==> config.mk <==
export PLATFORM = sky130hd
export DESIGN_NAME = card_act_seq
export DESIGN_NICKNAME = d
export VERILOG_FILES = /design/src/rtl/card_act_pkg.sv /design/src/rtl/card_tick_cnt.sv /design/src/rtl/card_atr_judge.sv /design/src/rtl/card_act_seq.sv
export SDC_FILE = /design/constraint.sdc
export NUM_CORES = 1
export LEC_CHECK = 0
export BUFFER_PORTS_ARGS = -buffer_cell sky130_fd_sc_hd__buf_2
export CORE_ASPECT_RATIO = 2
export CORE_MARGIN = 2
export CORE_UTILIZATION = 40
export DETAILED_ROUTE_END_ITERATION = 6
export PLACE_DENSITY_LB_ADDON = 0.2
export SLEW_MARGIN = 25
export SYNTH_ARGS = -nofsm -noshare
export SYNTH_HDL_FRONTEND = slang
export SYNTH_SLANG_ARGS = --single-unit
==> constraint.sdc <==
create_clock -name clk_i -period 2.64 [get_ports clk_i]
set_input_delay 0.132 -clock clk_i [delete_from_list [all_inputs] [get_ports clk_i]]
set_output_delay 0.132 -clock clk_i [all_outputs]
set_load 0.01 [all_outputs]
==> src/rtl/card_act_pkg.sv <==
package card_act_pkg;
  typedef enum logic [3:0] {
    ST_IDLE,
    ST_PWR,
    ST_IO,
    ST_HOLD,
    ST_ATR,
    ST_ACTIVE,
    ST_D_RST,
    ST_D_CLK,
    ST_D_IO
  } seq_st_e;
endpackage

==> src/rtl/card_tick_cnt.sv <==
module card_tick_cnt #(
  parameter int W = 16
) (
  input  logic         clk_i,
  input  logic         rst_ni,
  input  logic         clr_i,
  input  logic         inc_i,
  output logic [W-1:0] cnt_o
);
  always_ff @(posedge clk_i or negedge rst_ni) begin
    if (!rst_ni)                     cnt_o <= '0;
    else if (clr_i)                  cnt_o <= '0;
    else if (inc_i && cnt_o != '1)   cnt_o <= cnt_o + 1'b1;
  end
endmodule

==> src/rtl/card_atr_judge.sv <==
module card_atr_judge #(
  parameter int W       = 16,
  parameter int ATR_MIN = 400,
  parameter int ATR_MAX = 40000
) (
  input  logic [W-1:0] cnt_i,
  input  logic         tick_i,
  input  logic         edge_i,
  output logic         early_o,
  output logic         valid_o,
  output logic         timeout_o
);
  localparam logic [W-1:0] MIN_C  = W'(ATR_MIN);
  localparam logic [W-1:0] MAX_C  = W'(ATR_MAX);
  localparam logic [W-1:0] LAST_C = W'(ATR_MAX - 1);

  always_comb begin
    early_o   = edge_i && (cnt_i < MIN_C);
    valid_o   = edge_i && (cnt_i >= MIN_C) && (cnt_i < MAX_C);
    // window closes on the tick that would make the count reach ATR_MAX
    timeout_o = tick_i && (cnt_i == LAST_C) && !valid_o;
  end
endmodule

==> src/rtl/card_act_seq.sv <==
module card_act_seq
  import card_act_pkg::*;
#(
  parameter int RST_HOLD = 40000,
  parameter int ATR_MIN  = 400,
  parameter int ATR_MAX  = 40000
) (
  input  logic clk_i,
  input  logic rst_ni,
  input  logic card_present_i,
  input  logic activate_i,
  input  logic deactivate_i,
  input  logic clk_tick_i,
  input  logic start_det_i,
  output logic vcc_en_o,
  output logic io_en_o,
  output logic clk_en_o,
  output logic rst_o,
  output logic active_o,
  output logic no_answer_o,
  output logic early_answer_o
);
  localparam int CNT_MAX = (RST_HOLD > ATR_MAX) ? RST_HOLD : ATR_MAX;
  localparam int CNT_W   = $clog2(CNT_MAX + 1);
  localparam logic [CNT_W-1:0] HOLD_LAST = CNT_W'(RST_HOLD - 1);

  seq_st_e          st_q, st_d;
  logic [CNT_W-1:0] cnt;
  logic             early_w, valid_w, timeout_w, hold_done, powered_run;

  card_tick_cnt #(.W(CNT_W)) u_cnt (
    .clk_i  (clk_i),
    .rst_ni (rst_ni),
    .clr_i  (st_d != st_q),
    .inc_i  (clk_tick_i),
    .cnt_o  (cnt)
  );

  card_atr_judge #(.W(CNT_W), .ATR_MIN(ATR_MIN), .ATR_MAX(ATR_MAX)) u_judge (
    .cnt_i     (cnt),
    .tick_i    (clk_tick_i),
    .edge_i    (start_det_i),
    .early_o   (early_w),
    .valid_o   (valid_w),
    .timeout_o (timeout_w)
  );

  assign hold_done   = clk_tick_i && (cnt == HOLD_LAST);
  assign powered_run = (st_q == ST_PWR) || (st_q == ST_IO) || (st_q == ST_HOLD) ||
                       (st_q == ST_ATR) || (st_q == ST_ACTIVE);

  always_comb begin
    st_d = st_q;
    unique case (st_q)
      ST_IDLE:   if (activate_i && card_present_i) st_d = ST_PWR;
      ST_PWR:    if (clk_tick_i) st_d = ST_IO;
      ST_IO:     if (clk_tick_i) st_d = ST_HOLD;
      ST_HOLD:   if (hold_done)  st_d = ST_ATR;
      ST_ATR:    if (valid_w)    st_d = ST_ACTIVE;
                 else if (timeout_w) st_d = ST_D_RST;
      ST_ACTIVE: st_d = ST_ACTIVE;
      ST_D_RST:  if (clk_tick_i) st_d = ST_D_CLK;
      ST_D_CLK:  if (clk_tick_i) st_d = ST_D_IO;
      ST_D_IO:   if (clk_tick_i) st_d = ST_IDLE;
      default:   st_d = ST_IDLE;
    endcase
    // removal or request overrides any progress
    if (powered_run && (!card_present_i || deactivate_i)) st_d = ST_D_RST;
  end

  always_ff @(posedge clk_i or negedge rst_ni) begin
    if (!rst_ni) begin
      st_q           <= ST_IDLE;
      vcc_en_o       <= 1'b0;
      io_en_o        <= 1'b0;
      clk_en_o       <= 1'b0;
      rst_o          <= 1'b0;
      active_o       <= 1'b0;
      no_answer_o    <= 1'b0;
      early_answer_o <= 1'b0;
    end else begin
      st_q <= st_d;
      if (st_d != st_q) begin
        unique case (st_d)
          ST_PWR: begin
            vcc_en_o       <= 1'b1;
            no_answer_o    <= 1'b0;
            early_answer_o <= 1'b0;
          end
          ST_IO:     io_en_o  <= 1'b1;
          ST_HOLD:   clk_en_o <= 1'b1;
          ST_ATR:    rst_o    <= 1'b1;
          ST_ACTIVE: active_o <= 1'b1;
          ST_D_RST: begin
            rst_o    <= 1'b0;
            active_o <= 1'b0;
          end
          ST_D_CLK:  clk_en_o <= 1'b0;
          ST_D_IO:   io_en_o  <= 1'b0;
          ST_IDLE:   vcc_en_o <= 1'b0;
          default: ;
        endcase
      end
      if (st_q == ST_ATR && early_w)   early_answer_o <= 1'b1;
      if (st_q == ST_ATR && timeout_w) no_answer_o    <= 1'b1;
    end
  end
endmodule

==> flow_metrics.py, run 1 <==
metrics = {
    "route": {
        "antenna_left": 0,
        "drt_iter0_drc": 12,
        "viasPerCell": 5.521,
        "wl_per_cell_microns": 15.12,
        "wirelength_microns": 3658,
        "drc": 0,
        "vias": 1336,
        "first_pass_iters": 4,
    },
    "layout": {
        "area_growth_pct": 10.49,
        "multiInputGateArea_sq_um": 874.6,
        "fin_area_sq_um": 1805,
        "final_cells": 242,
        "num-fill-cells": 411,
        "drive_gt1_share_pct": 18.32,
        "diodes": 0,
        "fin_util_pct": 46.49,
        "seqCellArea_sq_um": 675.6,
        "final_nets": 201,
    },
    "power": {
        "cellInternalPower_mw": 0.8512,
        "power_density_nw_per_um2": 802.6,
        "pwr-share-seq_pct": 37.5,
        "netSwitchingPower_mw": 0.5979,
        "clkPwrFrac_pct": 16.2,
        "power_mw": 1.449,
        "vdd_drop_max_v": 0.0003612,
        "swShare_pct": 41.26,
        "p_leak_nw": 0.7696,
        "p_comb_share_pct": 46.4,
    },
    "die": {
        "ios": 14,
        "die_y_microns": 94.39,
        "coreArea_sq_um": 3884,
        "rows": 32,
        "die_x_microns": 49.20,
        "die-area_sq_um": 4644,
        "initial_utilization_pct": 42.07,
    },
    "grt": {
        "grt_usage_pct": 17.61,
        "grt_pass1_vias": 1428,
        "gr-total-overflow": 0,
        "antenna_found_initial": 0,
        "grt_max_degree": 28,
        "grt_first_pass_wirelength_microns": 6251,
    },
    "logic_synthesis": {
        "syn_avg_cell_area_sq_um": 9.284,
        "ys_ff_latch": 27,
        "synth_area_leaders": "dfrtp_1, nor2_1, xnor2_1",
        "syn_nets": 185,
        "ys_types": 53,
        "synth_commonest_cells": "dfrtp_1, nor2_1, nand2_1",
        "yosysMostFrequentCell": "dfrtp_1",
        "async_flop_share_pct": 100.0,
        "synth_edf_count": 0,
        "yosysSeqAreaShare_pct": 41.35,
        "ys.warnings.count": 0,
        "synth_flop_cell": "dfrtp_1",
        "yosysTopAreaCellShare_pct": 41.35,
        "synth_area_leader_cell": "dfrtp_1",
        "syn_area_sq_um": 1634,
        "syn_inst": 176,
    },
    "worst_setup_path": {
        "worstSetupEndpointType": "register",
        "cp-startpoint": "st_q[1]",
        "r2r_cells": 9,
        "critical_path_class": "reg2reg",
        "required_ns": 2.78,
        "rr_startpoint": "st_q[1]",
        "critPathLaunchType": "register",
        "path_max_fanout": 8,
        "arrival_ns": 2.56,
    },
    "placed_design": {
        "gp_congestion": 0.8618,
        "post-place-cells": 237,
        "portBuffers": 13,
        "dp_hpwl_microns": 2886,
        "place_area_sq_um": 1750,
        "place_ws_ns": 0.2298,
    },
    "clocking": {
        "ctsHtreeMaxLevel": 1,
        "ctsResizeCount": 0,
        "cts_sinks": 27,
        "clk_pin_slew_ns": 0.09,
        "clkLatencyLatePin_ns": 0.27,
        "root_buffer": "clkbuf_8",
        "cts_tree": "yes",
        "cts_made_buffers": 3,
        "clockBufferDepth": 2,
    },
    "status": {
        "status": "finished, final reports clean",
    },
    "min_path": {
        "holdPathStages": 3,
        "holdCritStartpoint": "start_det_i",
        "hp-class": "in2reg",
    },
    "sta": {
        "finalHoldViolCount": 0,
        "max_freq_mhz": 412.2,
        "rsz0062_at_grt": "false",
        "drv_slew": 0,
        "worst_slack_ns": 0.2140,
        "slew_headroom_pct": 60.60,
        "clock_skew_ns": 0.006154,
        "setup_tns_ns": 0,
        "tightest_slew_ns": 0.5910,
        "holdWs_ns": 0.1431,
        "setup_viol": 0,
        "min_period_over_period_pct": 91.89,
        "layout_min_cycle_time_ns": 2.426,
    },
    "run": {
        "cap_viol_max_count": 0,
    },
}
[critical path, cell delays in order (launching register included)]
cell	delay (ns)
dfrtp_1	0.45
buf_4	0.20
nor4b_4	0.34
inv_1	0.07
a211oi_1	0.41
buf_4	0.21
nor3b_1	0.07
or2_2	0.31
nor2_2	0.13
a31oi_1	0.11
[area by class of cell]
type,instances,area share (%)
tap,51,3.534
clock buffer,4,2.495
inverter,11,2.287
timing repair buffer,18,5.821
sequential,27,37.42
multi-input combinational,131,48.44
[cells by family after synthesis]
group / synth area share [%]
and+or+nand+nor: 28.10
AOI/OAI and AO/OA: 14.40
DFF: 41.35
buffers and inverters: 5.130
xor gates and xnor gates: 7.504
muxes: 1.991
adders and majority gates: 1.531
[routing by layer]
layer	global-route usage, %	up-vias	wire length [microns]
li1	-	652	-
met1	15.62	645	1297
met2	35.59	24	2109
met3	1.741	15	63
met4	11.67	0	187
met5	0	-	0
[power by group through the flow]
stage / Sequential (mW) / Clock, mW / Combinational (mW)
finish: 0.543 / 0.234 / 0.672
global route: 0.551 / 0.264 / 0.757
CTS: 0.542 / 0.241 / 0.678
detailed placement: 0.551 / 0 / 0.679
global placement: 0.549 / 0 / 0.663
floorplan: 0.540 / 0 / 0.534
[registers in the layout (all words and copies together), names as in the netlist]
register        cells
clk_en_o            1
u_cnt.cnt_o        16
active_o            1
rst_o               1
early_answer_o      1
st_q                4
io_en_o             1
vcc_en_o            1
no_answer_o         1
[layout by cell type, fill, tap and decap left out, drive strengths merged, types with 2 or more instances in the layout]
| cell type | Yosys | routed |
|---|---|---|
| inv | 11 | 11 |
| nor4 | 2 | 2 |
| xor2 | 7 | 7 |
| a31oi | 5 | 5 |
| mux2 | 2 | 2 |
| nor3 | 7 | 7 |
| dfrtp | 27 | 27 |
| buf | 6 | 17 |
| nor2 | 26 | 26 |
| nand4 | 5 | 5 |
| and3b | 2 | 2 |
| nand4b | 3 | 3 |
| clkbuf | 1 | 4 |
| or2 | 2 | 2 |
| ha | 2 | 2 |
| nand2 | 15 | 15 |
| o21ai | 7 | 7 |
| and3 | 2 | 2 |
| and4 | 2 | 2 |
| a21oi | 4 | 4 |
| nand3 | 4 | 4 |
| a22oi | 2 | 2 |
| xnor2 | 7 | 7 |
| a211oi | 2 | 2 |
| or3 | 3 | 3 |
[path summary, 6_finish.rpt]
path                              endpoint  slack, ns
setup reg to reg                     rst_o       0.21
min in group asynchronous  u_cnt.cnt_o[12]       0.40
hold reg to reg                no_answer_o       0.48
max in group asynchronous   u_cnt.cnt_o[6]       1.86
hold / removal              early_answer_o       0.14
setup / recovery                     rst_o       0.21
[timing repair]
item	in CTS	in global routing
buffers inserted	0	0
endpoints found under the hold margin	27	0
hold buffers	1	0
No activity file was read; power rests on OpenSTA's default activity.
==> run 2, diff against run 1 <==
CORE_UTILIZATION = 58   (was 40)
==> run 2 against run 1 <==
Effect of this change: combinational power is essentially flat; non-clock buffer count is the same; critical path type unchanged; largest power group unchanged; flip-flop and latch count is the same; clock power shrank 3%; power shrank 0.52%; count of clock-buffer cells in the layout is the same; fmax shrank 0.26%; largest cell class unchanged.
==> flow_metrics.py, run 2 (synthesis results as in run 1) <==
metrics = {
    "sta": {
        "setup_viol": 0,
        "tightest_slew_ns": 0.6234,
        "min_period_over_period_pct": 92.13,
        "drv_slew": 0,
        "finalHoldViolCount": 0,
        "clock_skew_ns": 0.003128,
        "rsz0062_at_grt": "false",
        "setup_tns_ns": 0,
        "slew_headroom_pct": 58.44,
        "max_freq_mhz": 411.1,
        "layout_min_cycle_time_ns": 2.432,
    },
    "die": {
        "die-area_sq_um": 3284,
        "ios": 14,
        "die_y_microns": 79.07,
        "rows": 27,
        "initial_utilization_pct": 60.46,
        "die_x_microns": 41.53,
        "coreArea_sq_um": 2703,
    },
    "grt": {
        "gr-total-overflow": 0,
        "grt_usage_pct": 24.70,
        "antenna_found_initial": 0,
        "grt_pass1_vias": 1408,
        "grt_first_pass_wirelength_microns": 6251,
        "grt_max_degree": 28,
    },
    "power": {
        "cellInternalPower_mw": 0.8505,
        "swShare_pct": 41.00,
        "power_density_nw_per_um2": 810.8,
        "p_leak_nw": 0.7696,
        "clkPwrFrac_pct": 15.8,
        "netSwitchingPower_mw": 0.5910,
        "p_comb_share_pct": 46.7,
        "pwr-share-seq_pct": 37.6,
        "vdd_drop_max_v": 0.0005361,
    },
    "route": {
        "vias": 1366,
        "first_pass_iters": 4,
        "met2_length_microns": 2173,
        "antenna_left": 0,
        "wl_per_cell_microns": 17.19,
        "drc": 0,
        "wl_met1_microns": 1321,
        "routed.top_layer": "met4",
        "drt_iter0_drc": 24,
        "wirelength_microns": 3781,
        "met3_length_microns": 76,
        "viasPerCell": 6.209,
    },
    "clocking": {
        "clk_pin_slew_ns": 0.09,
        "cts_tree": "yes",
        "ctsResizeCount": 0,
        "clkLatencyLatePin_ns": 0.26,
        "clockBufferDepth": 2,
        "cts_sinks": 27,
        "ctsHoldBuffers": 1,
        "cts_made_buffers": 3,
        "root_buffer": "clkbuf_8",
        "postCtsSetupRepairBufs": 0,
        "ctsHtreeMaxLevel": 1,
    },
    "layout": {
        "top_regs": "u_cnt.cnt_o x16, st_q x4",
        "mostFrequentLayoutCell": "dfrtp_1",
        "final_nets": 201,
        "fin_area_sq_um": 1778,
        "diodes": 0,
        "num-fill-cells": 241,
        "top_register": "u_cnt.cnt_o",
        "final_cells": 220,
        "area_growth_pct": 8.806,
        "largest_reg_flops": 16,
        "drive_gt1_share_pct": 18.32,
        "mostFrequentLayoutCells": "dfrtp_1, nor2_1, nand2_1, buf_2, inv_1",
    },
    "worst_setup_path": {
        "arrival_ns": 2.59,
        "worstSetupEndpointType": "register",
        "required_ns": 2.80,
        "max_stage_delay_ns": 0.53,
        "critical_path_class": "reg2reg",
        "path_max_fanout": 13,
        "r2r_cells": 7,
        "cp_cell_sequence": "nor3_2, a221o_1, o21ai_0, or3b_1, and3b_4, a211oi_2, mux2_2",
        "cp_slowest_cell": "dfrtp_1",
        "critPathLaunchType": "register",
    },
    "min_path": {
        "hp-class": "in2reg",
        "holdPathStages": 3,
    },
    "placed_design": {
        "gp_congestion": 0.9515,
        "post-place-cells": 215,
        "place_area_sq_um": 1723,
        "dp_hpwl_microns": 3019,
        "portBuffers": 13,
    },
    "run": {
        "cap_viol_max_count": 0,
    },
    "status": {
        "status": "finished, final reports clean",
    },
}
-- run 2: cell counts in the layout (fill, tap and decap cells not counted) --
No cell type changed its count.
-- run 2: worst paths after layout --
kind	start	end	slack (ns)
worst max-delay path	st_q[2]	clk_en_o	0.21
worst min-delay path	start_det_i	early_answer_o	0.13
worst max register to register	st_q[2]	clk_en_o	0.21
worst min register to register	no_answer_o	no_answer_o	0.49
max in group asynchronous	rst_ni	st_q[2]	1.83
min in group asynchronous	rst_ni	early_answer_o	0.41
-- run 2: through the flow --
step / worst slack, ns / hold WS, ns / power [mW] / utilization [%]
4_1_cts: 0.2319 / 0.1331 / 1.451 / 65.79
2_1_floorplan: 0.4361 / -0.1636 / 1.073 / -
3_3_place_gp: 0.2412 / 0.1583 / 1.206 / 63.75
5_1_grt: 0.06249 / 0.1704 / 1.540 / 65.79
3_5_place_dp: 0.2433 / 0.1726 / 1.226 / 63.75
6_report: 0.2078 / 0.1272 / 1.442 / 65.79
-- run 2: power groups by stage --
| stage | Sequential [mW] | Combinational (mW) | Clock, mW |
|---|---|---|---|
| after CTS | 0.541 | 0.679 | 0.231 |
| after global routing | 0.550 | 0.746 | 0.243 |
| after global placement | 0.548 | 0.658 | 0 |
| after floorplan | 0.540 | 0.534 | 0 |
| after detailed placement | 0.550 | 0.676 | 0 |
| final | 0.541 | 0.673 | 0.227 |
-- run 2: worst max-delay path: cells and delay by family, from the launching register on --
kind,cells,cell delay [ns]
flip-flops,1,0.53
AND/OR/NAND/NOR,3,0.86
multiplexers,1,0.35
AO/OA/AOI/OAI,3,0.58
-- run 2: final cells by class --
type / instances / area, sq um / area share (%)
inverters: 11 / 41.29 / 2.322
clock buffers: 4 / 45.04 / 2.533
repair buffers: 18 / 105.1 / 5.911
well taps: 29 / 36.28 / 2.041
multi-input cells: 131 / 874.6 / 49.19
flip-flops and latches: 27 / 675.6 / 38.00
-- run 2: routing by layer --
| layer | up-vias | GRT usage [%] |
|---|---|---|
| li1 | 656 | - |
| met1 | 665 | 24.10 |
| met2 | 28 | 46.56 |
| met3 | 17 | 2.500 |
| met4 | 0 | 16.77 |
| met5 | - | 0 |
==> run 3, diff against run 2 <==
ABC_AREA = 1   (was unset)
CORE_UTILIZATION = 60   (was 58)
==> run 3 against run 2 <==
Effect of this change: routed wire length up 10%; utilization up 2.0 points; global-route usage up 1.3 points; count of clock-buffer cells in the layout down 1; worst setup slack better by 0.19 ns; power up 16%; non-clock buffer count down 4; synthesized cell count up 57%; register-to-register slack better by 0.19 ns; clock skew up 0.0023 ns; sequential power up 1%; critical path depth up 5; critical path type unchanged; critical endpoint is now u_cnt.cnt_o[13].
==> flow_metrics.py, run 3 <==
metrics = {
    "status": {
        "status": "finished, final reports clean",
    },
    "layout": {
        "top_regs": "u_cnt.cnt_o x16, st_q x4",
        "largest_reg_flops": 16,
        "diodes": 0,
        "top_register": "u_cnt.cnt_o",
        "final_nets": 302,
        "mostFrequentLayoutCells": "nand2_1, nor2_1, inv_1, dfrtp_1, nand3_1",
        "mostFrequentLayoutCell": "nand2_1",
        "area_growth_pct": 7.248,
        "drive_gt1_share_pct": 16.78,
    },
    "clocking": {
        "ctsHoldBuffers": 1,
        "cts_tree": "yes",
        "root_buffer": "clkbuf_8",
        "clkLatencyLatePin_ns": 0.28,
        "cts_made_buffers": 3,
        "cts_sinks": 27,
        "ctsHtreeMaxLevel": 1,
        "clockBufferDepth": 2,
        "ctsResizeCount": 0,
        "clk_pin_slew_ns": 0.09,
        "postCtsSetupRepairBufs": 0,
    },
    "sta": {
        "setup_tns_ns": 0,
        "min_period_over_period_pct": 85.06,
        "slew_headroom_pct": 59.00,
        "drv_slew": 0,
        "layout_min_cycle_time_ns": 2.246,
        "holdWs_ns": 0.1139,
        "rsz0062_at_grt": "false",
        "finalHoldViolCount": 0,
        "max_freq_mhz": 445.3,
        "setup_viol": 0,
        "clock_skew_ns": 0.005458,
        "tightest_slew_ns": 0.6150,
    },
    "placed_design": {
        "gp_congestion": 0.9517,
        "portBuffers": 13,
        "dp_hpwl_microns": 3215,
    },
    "die": {
        "rows": 28,
        "die-area_sq_um": 3628,
        "die_y_microns": 83.20,
        "die_x_microns": 43.60,
        "coreArea_sq_um": 2978,
        "initial_utilization_pct": 63.19,
        "ios": 14,
    },
    "worst_setup_path": {
        "r2r_slack_ns": 0.39,
        "critPathLaunchType": "register",
        "critPathBufInv": 0,
        "cp_top_family": "simple AND/OR/NAND/NOR gates",
        "cp_cell_sequence": "ha_1, nand3_1, nor3_1, nand3_1, nand2_2, nor2_1, nand2_1, nor2_1, nand2_1, nor2_1, xor2_1, nor2_1",
        "max_stage_delay_ns": 0.41,
        "arrival_ns": 2.41,
        "path_max_fanout": 8,
        "required_ns": 2.80,
        "worstSetupEndpointType": "register",
        "path_common_cell": "nor2_1",
        "critical_path_class": "reg2reg",
        "cp_slowest_cell": "dfrtp_1",
    },
    "logic_synthesis": {
        "syn_area_sq_um": 1882,
        "ys_ff_latch": 27,
        "syn_inst": 276,
        "synth_edf_count": 0,
        "yosysSeqAreaShare_pct": 35.90,
        "synth_area_leaders": "dfrtp_1, nand2_1, nor2_1",
        "synth_commonest_cells": "nand2_1, nor2_1, inv_1",
        "synth_flop_cell": "dfrtp_1",
        "async_flop_share_pct": 100.0,
        "yosysMostFrequentCell": "nand2_1",
        "syn_nets": 285,
        "syn_avg_cell_area_sq_um": 6.818,
        "synth_area_leader_cell": "dfrtp_1",
        "yosysTopAreaCellShare_pct": 35.90,
        "ys.warnings.count": 0,
        "ys_types": 25,
    },
    "min_path": {
        "hp-class": "in2reg",
    },
    "route": {
        "wirelength_microns": 4175,
        "wl_per_cell_microns": 12.97,
        "vias": 1729,
        "first_pass_iters": 4,
        "viasPerCell": 5.370,
        "drc": 0,
        "antenna_left": 0,
        "drt_iter0_drc": 57,
    },
    "grt": {
        "grt_pass1_vias": 1673,
        "grt_max_degree": 28,
        "antenna_found_initial": 0,
        "grt_usage_pct": 26.00,
        "gr-total-overflow": 0,
        "grt_first_pass_wirelength_microns": 7272,
    },
    "power": {
        "p_leak_nw": 1.002,
        "power_density_nw_per_um2": 830.4,
        "vdd_drop_max_v": 0.0005500,
    },
    "run": {
        "cap_viol_max_count": 0,
    },
}
## run 3: cell count changes after synthesis, moves of 4 or more
cell,delta
nand2_1,+58
nand4_1,-4
inv_1,+34
nand2_2,+6
nor3_1,+5
nor2_1,+23
nand3_2,+4
nand3_1,+10
nor3_2,+9
xnor2_1,-6
inv_2,+4
## run 3: final cells by class
cell class | instances | area (sq um)
Clock inverter | 1 | 5.005
Tap cell | 30 | 37.54
Sequential cell | 27 | 675.6
Fill cell | 291 | 959.7
Timing Repair Buffer | 14 | 75.07
Clock buffer | 3 | 41.29
Inverter | 49 | 183.9
Multi-Input combinational cell | 198 | 999.7
## run 3: metal layers
| metal | vias up | global-route usage (%) | routed length (microns) |
|---|---|---|---|
| met5 | - | 0 | 0 |
| met4 | 0 | 12.40 | 121 |
| met3 | 11 | 2.609 | 31 |
| met2 | 15 | 46.26 | 2333 |
| met1 | 822 | 28.97 | 1689 |
| li1 | 881 | - | - |
## run 3: worst reg2reg max path, stage by stage, from the launching register on
cell	delay, ns
dfrtp_1	0.41
ha_1	0.22
nand3_1	0.12
nor3_1	0.07
nand3_1	0.11
nand2_2	0.14
nor2_1	0.22
nand2_1	0.11
nor2_1	0.17
nand2_1	0.11
nor2_1	0.21
xor2_1	0.17
nor2_1	0.05
## run 3: final timing paths
path / startpoint / end / depth (start not counted)
setup / recovery: u_cnt.cnt_o[0] / u_cnt.cnt_o[13] / 12
min in group asynchronous: rst_ni / early_answer_o / 2
setup reg to reg: u_cnt.cnt_o[0] / u_cnt.cnt_o[13] / 12
max in group asynchronous: rst_ni / st_q[1] / 2
hold reg to reg: io_en_o / io_en_o / 2
hold / removal: start_det_i / early_answer_o / 3
## run 3: power by group
group          internal (mW)  total, mW  switching (mW)
logic                  0.277      0.890           0.612
registers              0.483      0.547          0.0642
clock network          0.106      0.239           0.133
total                  0.866       1.68           0.810
## run 3: logic make-up after synthesis
kind of cell | Yosys count | share of synthesized area (%)
AOI/OAI and AO/OA | 18 | 5.585
DFF | 27 | 35.90
adders and majority gates | 2 | 1.330
buffers and inverters | 51 | 10.97
and+or+nand+nor | 173 | 43.88
xor gates and xnor gates | 5 | 2.327
## run 3: metrics by stage
step                      instance area (sq um)  setup slack [ns]  util [%]  cells  total power [mW]
after global placement                     1962            0.4509     65.88    317             1.431
after floorplan                            1882            0.8242         -    276             1.288
after global routing                       2018            0.1719     67.77    322             1.836
after detailed placement                   1962            0.4395     65.88    317             1.448
final                                      2018            0.3944     67.77    322             1.676
after CTS                                  2018            0.4074     67.77    322             1.688
